===== config.mk =====
export PLATFORM = sky130hd
export DESIGN_NAME = lpa_arbiter
export DESIGN_NICKNAME = d
export VERILOG_FILES = /design/src/rtl/lpa_pkg.sv /design/src/rtl/lpa_prio_derive.sv /design/src/rtl/lpa_select.sv /design/src/rtl/lpa_out_stage.sv /design/src/rtl/lpa_arbiter.sv
export SDC_FILE = /design/constraint.sdc
export NUM_CORES = 1
export LEC_CHECK = 0
export ABC_AREA = 1
export BUFFER_PORTS_ARGS = -buffer_cell sky130_fd_sc_hd__buf_4
export CORE_MARGIN = 4
export CORE_UTILIZATION = 30
export CTS_BUF_LIST = sky130_fd_sc_hd__clkbuf_4 sky130_fd_sc_hd__clkbuf_8
export CTS_CLUSTER_SIZE = 30
export DETAILED_ROUTE_END_ITERATION = 10
export SLEW_MARGIN = 20
export SYNTH_ARGS = -nofsm -noshare
export SYNTH_HDL_FRONTEND = slang
export SYNTH_HIERARCHICAL = 1
export SYNTH_SLANG_ARGS = --single-unit

===== constraint.sdc =====
create_clock -name clk_i -period 0.8 [get_ports clk_i]
set_input_delay 0.08 -clock clk_i [delete_from_list [all_inputs] [get_ports clk_i]]
set_output_delay 0.08 -clock clk_i [all_outputs]
set_load 0.02 [all_outputs]

===== src/rtl/lpa_pkg.sv =====
package lpa_pkg;
  localparam int unsigned VEC_W = 8;
  localparam int unsigned CLS_W = 4;

  typedef logic [VEC_W-1:0] vec_t;
  typedef logic [CLS_W-1:0] cls_t;

  function automatic cls_t cls_of(input vec_t v);
    return v[VEC_W-1 -: CLS_W];
  endfunction
endpackage


===== src/rtl/lpa_prio_derive.sv =====
module lpa_prio_derive
  import lpa_pkg::*;
(
  input  vec_t tpr_i,
  input  vec_t isr_vec_i,
  input  logic isr_vld_i,
  input  vec_t irr_vec_i,
  input  logic irr_vld_i,
  output vec_t apr_o,
  output cls_t cls_o
);
  cls_t tpr_c, isr_c, irr_c;

  assign tpr_c = cls_of(tpr_i);
  assign isr_c = isr_vld_i ? cls_of(isr_vec_i) : '0;
  assign irr_c = irr_vld_i ? cls_of(irr_vec_i) : '0;

  // Full value kept only when task priority dominates; else class-only.
  always_comb begin
    if (tpr_c >= isr_c) begin
      if (tpr_c >= irr_c) apr_o = tpr_i;
      else                apr_o = {irr_c, {(VEC_W-CLS_W){1'b0}}};
    end else begin
      if (isr_c >= irr_c) apr_o = {isr_c, {(VEC_W-CLS_W){1'b0}}};
      else                apr_o = {irr_c, {(VEC_W-CLS_W){1'b0}}};
    end
  end

  assign cls_o = cls_of(apr_o);
endmodule


===== src/rtl/lpa_select.sv =====
module lpa_select
  import lpa_pkg::*;
#(
  parameter int unsigned N  = 4,
  parameter int unsigned IW = 2
) (
  input  logic [N-1:0]       match_i,
  input  logic [N*CLS_W-1:0] cls_i,
  output logic [N-1:0]       sel_onehot_o,
  output logic [IW-1:0]      sel_idx_o,
  output logic               sel_vld_o
);
  cls_t best_cls;

  // Index-order scan: strict less-than keeps the earlier core on ties.
  always_comb begin
    sel_vld_o = 1'b0;
    sel_idx_o = '0;
    best_cls  = '0;
    for (int i = 0; i < N; i++) begin
      if (match_i[i] && (!sel_vld_o || cls_i[i*CLS_W +: CLS_W] < best_cls)) begin
        sel_vld_o = 1'b1;
        sel_idx_o = IW'(i);
        best_cls  = cls_i[i*CLS_W +: CLS_W];
      end
    end
  end

  always_comb begin
    sel_onehot_o = '0;
    if (sel_vld_o) sel_onehot_o[sel_idx_o] = 1'b1;
  end
endmodule


===== src/rtl/lpa_out_stage.sv =====
module lpa_out_stage #(
  parameter int unsigned N          = 4,
  parameter int unsigned IW         = 2,
  parameter bit          REGISTERED = 1'b1
) (
  input  logic          clk_i,
  input  logic          rst_ni,
  input  logic [N-1:0]  onehot_i,
  input  logic [IW-1:0] idx_i,
  input  logic          vld_i,
  output logic [N-1:0]  onehot_o,
  output logic [IW-1:0] idx_o,
  output logic          vld_o
);
  generate
    if (REGISTERED) begin : g_reg
      always_ff @(posedge clk_i or negedge rst_ni) begin
        if (!rst_ni) begin
          onehot_o <= '0;
          idx_o    <= '0;
          vld_o    <= 1'b0;
        end else begin
          onehot_o <= onehot_i;
          idx_o    <= idx_i;
          vld_o    <= vld_i;
        end
      end
    end else begin : g_comb
      assign onehot_o = onehot_i;
      assign idx_o    = idx_i;
      assign vld_o    = vld_i;
    end
  endgenerate
endmodule


===== src/rtl/lpa_arbiter.sv =====
module lpa_arbiter
  import lpa_pkg::*;
#(
  parameter int unsigned N          = 4,
  parameter bit          REGISTERED = 1'b1,
  localparam int unsigned IW        = (N > 1) ? $clog2(N) : 1
) (
  input  logic               clk_i,
  input  logic               rst_ni,
  input  logic [N-1:0]       match_i,
  input  logic [N*VEC_W-1:0] tpr_i,
  input  logic [N*VEC_W-1:0] isr_vec_i,
  input  logic [N-1:0]       isr_vld_i,
  input  logic [N*VEC_W-1:0] irr_vec_i,
  input  logic [N-1:0]       irr_vld_i,
  output logic [N-1:0]       grant_onehot_o,
  output logic [IW-1:0]      grant_idx_o,
  output logic               grant_vld_o
);
  logic [N*VEC_W-1:0] apr;
  logic [N*CLS_W-1:0] cls;
  logic [N-1:0]       sel_onehot;
  logic [IW-1:0]      sel_idx;
  logic               sel_vld;

  generate
    for (genvar k = 0; k < N; k++) begin : g_core
      lpa_prio_derive u_derive (
        .tpr_i     (tpr_i[k*VEC_W +: VEC_W]),
        .isr_vec_i (isr_vec_i[k*VEC_W +: VEC_W]),
        .isr_vld_i (isr_vld_i[k]),
        .irr_vec_i (irr_vec_i[k*VEC_W +: VEC_W]),
        .irr_vld_i (irr_vld_i[k]),
        .apr_o     (apr[k*VEC_W +: VEC_W]),
        .cls_o     (cls[k*CLS_W +: CLS_W])
      );
    end
  endgenerate

  lpa_select #(.N(N), .IW(IW)) u_select (
    .match_i      (match_i),
    .cls_i        (cls),
    .sel_onehot_o (sel_onehot),
    .sel_idx_o    (sel_idx),
    .sel_vld_o    (sel_vld)
  );

  lpa_out_stage #(.N(N), .IW(IW), .REGISTERED(REGISTERED)) u_out (
    .clk_i    (clk_i),
    .rst_ni   (rst_ni),
    .onehot_i (sel_onehot),
    .idx_i    (sel_idx),
    .vld_i    (sel_vld),
    .onehot_o (grant_onehot_o),
    .idx_o    (grant_idx_o),
    .vld_o    (grant_vld_o)
  );


  onehot_vld_chk: assert property (@(posedge clk_i) disable iff (!rst_ni)
    $onehot0(grant_onehot_o) && (grant_vld_o == (|grant_onehot_o)));


  idx_agree_chk: assert property (@(posedge clk_i) disable iff (!rst_ni)
    grant_vld_o |-> grant_onehot_o[grant_idx_o]);


  sel_any_match_chk: assert property (@(posedge clk_i) disable iff (!rst_ni)
    sel_vld == (|match_i));


  sel_in_match_chk: assert property (@(posedge clk_i) disable iff (!rst_ni)
    (sel_onehot & ~match_i) == '0);

  generate
    if (REGISTERED) begin : g_reg_chk

      grant_was_match_chk: assert property (@(posedge clk_i) disable iff (!rst_ni)
        grant_vld_o |-> ((grant_onehot_o & $past(match_i)) != '0));
    end
  endgenerate
endmodule


### Yosys cells after proc, flatten, opt, wreduce, memory -nomap -nowiden

Index checks and enable logic that the tools add are counted.

* order comparisons: 17
* mux-type cells: 33
* reduce and logical (&&, ||, !) cells: 10

Operators by type and width (count)
* 8-bit 2-to-1 mux: 12
* 4-bit >= comparator: 12
* 4-bit 2-to-1 mux: 12
* 4-bit < comparator: 3
* 1-bit 2-to-1 mux: 6
* 1-bit logical AND: 4
* 2-bit 2-to-1 mux: 2
* 1-bit zero test: 3
* 1-bit logical OR: 3
* 2-bit by 3-bit < comparator with 1-bit output (second input constant): 1
* 1-bit demux with 2-bit select: 1
* 2-bit by 1-bit >= comparator with 1-bit output (second input constant): 1

* bits in registers: 7
* output and inout bits: 7
* logic and storage cells: 63

### Depth between registers and ports, before layout

* depth in word-level cells: 22
* gate-level depth with buffers: 41
* mapped depth without buffers: 39

### By module

The synthesis kept the hierarchy.

By module, submodules not included
* lpa_prio_derive (g_core[1].u_derive ...): instances 2, cells each 106, area each 621.8 um^2, seq. area each 0.0 um^2
* lpa_prio_derive (g_core[0].u_derive): instances 1, cells each 106, area each 636.9 um^2, seq. area each 0.0 um^2
* lpa_prio_derive (g_core[2].u_derive): instances 1, cells each 106, area each 593.1 um^2, seq. area each 0.0 um^2
* lpa_select: instances 1, cells each 82, area each 434.2 um^2, seq. area each 0.0 um^2
* lpa_out_stage: instances 1, cells each 7, area each 175.2 um^2, seq. area each 175.2 um^2

### Worst setup path before layout

Ideal clock, no wire load.

* path type: in2reg
* start: input port isr_vld_i[0]
* end: register u_out.onehot_o[2]
* data arrival time: 3.607 ns
* required time: 0.672 ns
* setup slack: -2.935 ns
* stages: 35
* buffers on the path: 2
* cell sequence: nand2_1 > inv_1 > ha_1 > a21oi_2 > nand3_2 > nand2_1 > nand3_1 > nand2_1 > buf_4 > nand2_1 > ha_1 > nand2_1 > inv_1 > nand2_1 > nand2_1 > nand2_2 > nand2_4 > nand2_1 > o21ai_0 > ha_1 > nand2_1 > inv_1 > nand2_1 > nand2_1 > nand2_2 > nand2_2 > clkbuf_1 > o21ai_0 > ha_1 > a21oi_1 > nand2_1 > nand2_1 > nand2_2 > inv_1 > nor2_2

* word-level cells in the longest chain between the ends: 22

RTL lines
* start: declaration: line lpa_arbiter.sv:13 `input logic [N-1:0] isr_vld_i,`
* 4-bit 2-to-1 mux (*): line lpa_prio_derive.sv:15 `assign isr_c = isr_vld_i ? cls_of(isr_vec_i) : '0;`
* 4-bit >= comparator: line lpa_prio_derive.sv:24 `if (isr_c >= irr_c) apr_o = {isr_c, {(VEC_W-CLS_W){1'b0}}};`
* 8-bit 2-to-1 mux: line lpa_prio_derive.sv:24
* 8-bit 2-to-1 mux (*): line lpa_prio_derive.sv:20 `if (tpr_c >= isr_c) begin`
* named net apr[7]: line lpa_arbiter.sv:20 `logic [N*VEC_W-1:0] apr;`
* 4-bit 2-to-1 mux (*): line lpa_select.sv:21 `if (match_i[i] && (!sel_vld_o || cls_i[i*CLS_W +: CLS_W] < best_cls)) begin`
* 4-bit < comparator: line lpa_select.sv:21
* 1-bit logical OR: line lpa_select.sv:21
* [... 8 more ...]
* 1-bit logical AND: line lpa_select.sv:21
* 2-bit 2-to-1 mux: line lpa_select.sv:21
* 2-bit by 3-bit < comparator with 1-bit output (implied by the code) / 2-bit by 1-bit >= comparator with 1-bit output (equally long branches): line lpa_select.sv:31 `if (sel_vld_o) sel_onehot_o[sel_idx_o] = 1'b1;`
* 1-bit logical AND (implied by the code): line lpa_select.sv:31
* 1-bit 2-to-1 mux (implied by the code): line lpa_select.sv:31
* 1-bit demux with 2-bit select
* 4-bit 2-to-1 mux (*): line lpa_select.sv:31
* named net sel_onehot[2]: line lpa_arbiter.sv:22 `logic [N-1:0] sel_onehot;`
* end signal: assignment: line lpa_out_stage.sv:23 `onehot_o <= onehot_i;`
* end: declaration: line lpa_out_stage.sv:11 `output logic [N-1:0] onehot_o,`

Mark *: on every way through the listed nets, which the timed path passes. The rest lies on a longest branch.

### Worst setup path after layout

* start: input port isr_vld_i[0]
* end: register u_out.onehot_o[0]

Same word-level chain as after synthesis.

==> metrics.md <==
| Metric | Value |
|---|---|
| Status | finished, violations left |
| Failing checks | setup timing |
| Register Area | roughly 180 um^2 |
| Share of cells above drive strength 1 | 0.517 |
| Num ports | between 100 and 150 |
| Number of global-route vias before repair | 3377 |
| Maxcap violations | 0 |
| Max_slew headroom | 0.799 |
| Synthesized area per cell | roughly 6.2 um^2 |
| First-pass GRT wire length | around 14000 um |
| Critical path startpoint | isr_vld_i[0] |
| WS Path Type | input pin to flop |
| Period utilisation layout | 4.29 |
| GR Util met1 | 0.166 |
| RePlAce Congestion | about 0.9 |
| Core Area | between 9000 and 10000 um^2 |
| Fmax achieved | between 0.2 and 0.3 GHz |
| Slowest stage cell, crit path | ha_1 |
| Total grt overflow | 0 |
| Most used cell, CP | nand2_1 |
| Die area | roughly 12000 um^2 |
| Ant. Diodes | 0 |
| Fillers | just over 900 |
| Pre-CTS setup slack | -2.98 ns |
| I/O Buffers | 68 |
| Pin count of the biggest net entering global routing | 8 |
| GRT met3 Usage | 0.00960 |
| DP HPWL | roughly 7000 um |
| Drc violations | 0 |
| GR peak layer | met2 |
| Net count, final | a little under 800 |
| P_leak | ~2.7 nW |
| Initial drt markers | about 100 |
| Num rows | 36 |
| Max rail drop VDD | around 0.63 mV |
| Chip width | 107 um |
| Crit path required time | roughly 0.95 ns |
| Final setup margin | -2.64 ns |
| Most common cell after layout, fill and taps aside | buf_4 |
| Layout area overhead | 66.2% |
| Final Non-Filler Cells | about 740 |
| CTS buffer count | 3 |
| Worst-path fanout max | 7 |
| Initial Util | 0.306 |
| Total number of vias | approximately 3400 |
| Critical Path Source Type | input pin |
| YS warnings | 6 |
| WL per Instance | approximately 11 um |
| Fin. Hold Viols | 0 |
| GR Util met2 | 0.273 |
| Worst-path clk slew | around 0.040 ns |
| CP max stage delay | between 0.2 and 0.3 ns |
| Initial antenna violation count | 0 |
| RSZ-0062 raised after global routing | yes |
| Post-Syn Area | roughly 3000 um^2 |
| Clk sinks | 7 |
| Hold Crit Class | input pin to flop |
| Placed Instances | 724 |
| Mapped Nets | approximately 650 |
| Crit end category | flop |
| CTS tree | built |
| Gr usage total | 0.139 |
| Post-route ant nets | 0 |
| Worst Max-Slew Pin Slew | just over 0.3 ns |
| Mapped Cells | between 400 and 500 |
| Buf/Inv on CP | 4 |
| Clk buf depth | 2 |
| Setup TNS Final | -16.15 ns |
| Avg Vias per Cell | around 4.5 |
| Worst setup path endpoint | u_out/onehot_o[0] |
| Chip Height | approximately 110 um |
| Post-route minimum period | approximately 3.4 ns |
| Commonest cells after routing, fill and taps aside | buf_4 (125), nand2_1 (112), inv_1 (66) |
| PD cells | ~1200 nW/um^2 |
| Iteration count of the initial detailed-routing pass | 4 |
| CTS Root Cell | clkbuf_8 |
| Setup Viol. Count Final | 9 |
| WP depth | 36 |
| Fin. max-slew vios | 0 |
| Area of the multi-input gates | between 3000 and 4000 um^2 |
| CP top delay family | simple AND/OR/NAND/NOR gates |
| Crit path arrival time | ~3.6 ns |
| Total Routed Length | a little over 8000 um |
| H-Tree Depth | 1 |
area by class of cell:
class	instances	area share
Clock buffer	4	0.00991
Inverter	94	0.0745
Multi-Input combinational cell	363	0.611
Sequential cell	7	0.0356
Tap cell	133	0.0338
Timing Repair Buffer	143	0.235
where the power goes:
| part | internal [mW] | switching [mW] | leakage [nW] |
|---|---|---|---|
| registers | 0.470 | 0.0591 | 0.0838 |
| clock network | 0.377 | 0.135 | 0.0262 |
| logic | 2.32 | 2.59 | 2.59 |
| total | 3.16 | 2.79 | 2.70 |
worst min-delay path by stage:
stage | end | cells past startpoint | slack [ns] | startpoint
floorplan | u_out/idx_o[0] | 0 | -0.22 | rst_ni
global placement | u_out/onehot_o[2] | 1 | -0.11 | rst_ni
detailed placement | u_out/onehot_o[3] | 1 | -0.10 | rst_ni
CTS | u_out/vld_o | 2 | 0.1 | match_i[3]
global route | u_out/vld_o | 2 | 0.11 | match_i[3]
finish | u_out/vld_o | 2 | 0.11 | match_i[3]
flip-flops by register name, summed over array words and instances (netlist names):
signal and count:
u_out/vld_o 1, u_out/onehot_o 4, u_out/idx_o 2
metrics by stage:
stage	util	instance area, um^2	power, mW	hold slack [ns]
2_1_floorplan	-	3310	3.47	-0.216
3_3_place_gp	0.444	4300	4.53	-0.107
3_5_place_dp	0.444	4300	4.62	-0.103
4_1_cts	0.482	4670	5.61	0.0991
5_1_grt	0.508	4920	6.58	0.105
6_report	0.508	4920	5.95	0.105
metal layers:
metal / routed length [um] / vias to the layer above
li1: - / 1799
met1: 3490 / 1502
met2: 4340 / 74
met3: 356 / 6
met4: 65 / 0
met5: 0 / -
repair_timing:
item | CTS | global route
setup buffers | 11 | 4
pin swaps | 35 | 30
hold buffers | 1 | 0
hold endpoints to repair | 7 | 0
setup endpoints to repair | 14 | 14
gates resized for setup | 54 | 53
Note: power is estimated with default switching activity, not from simulation.
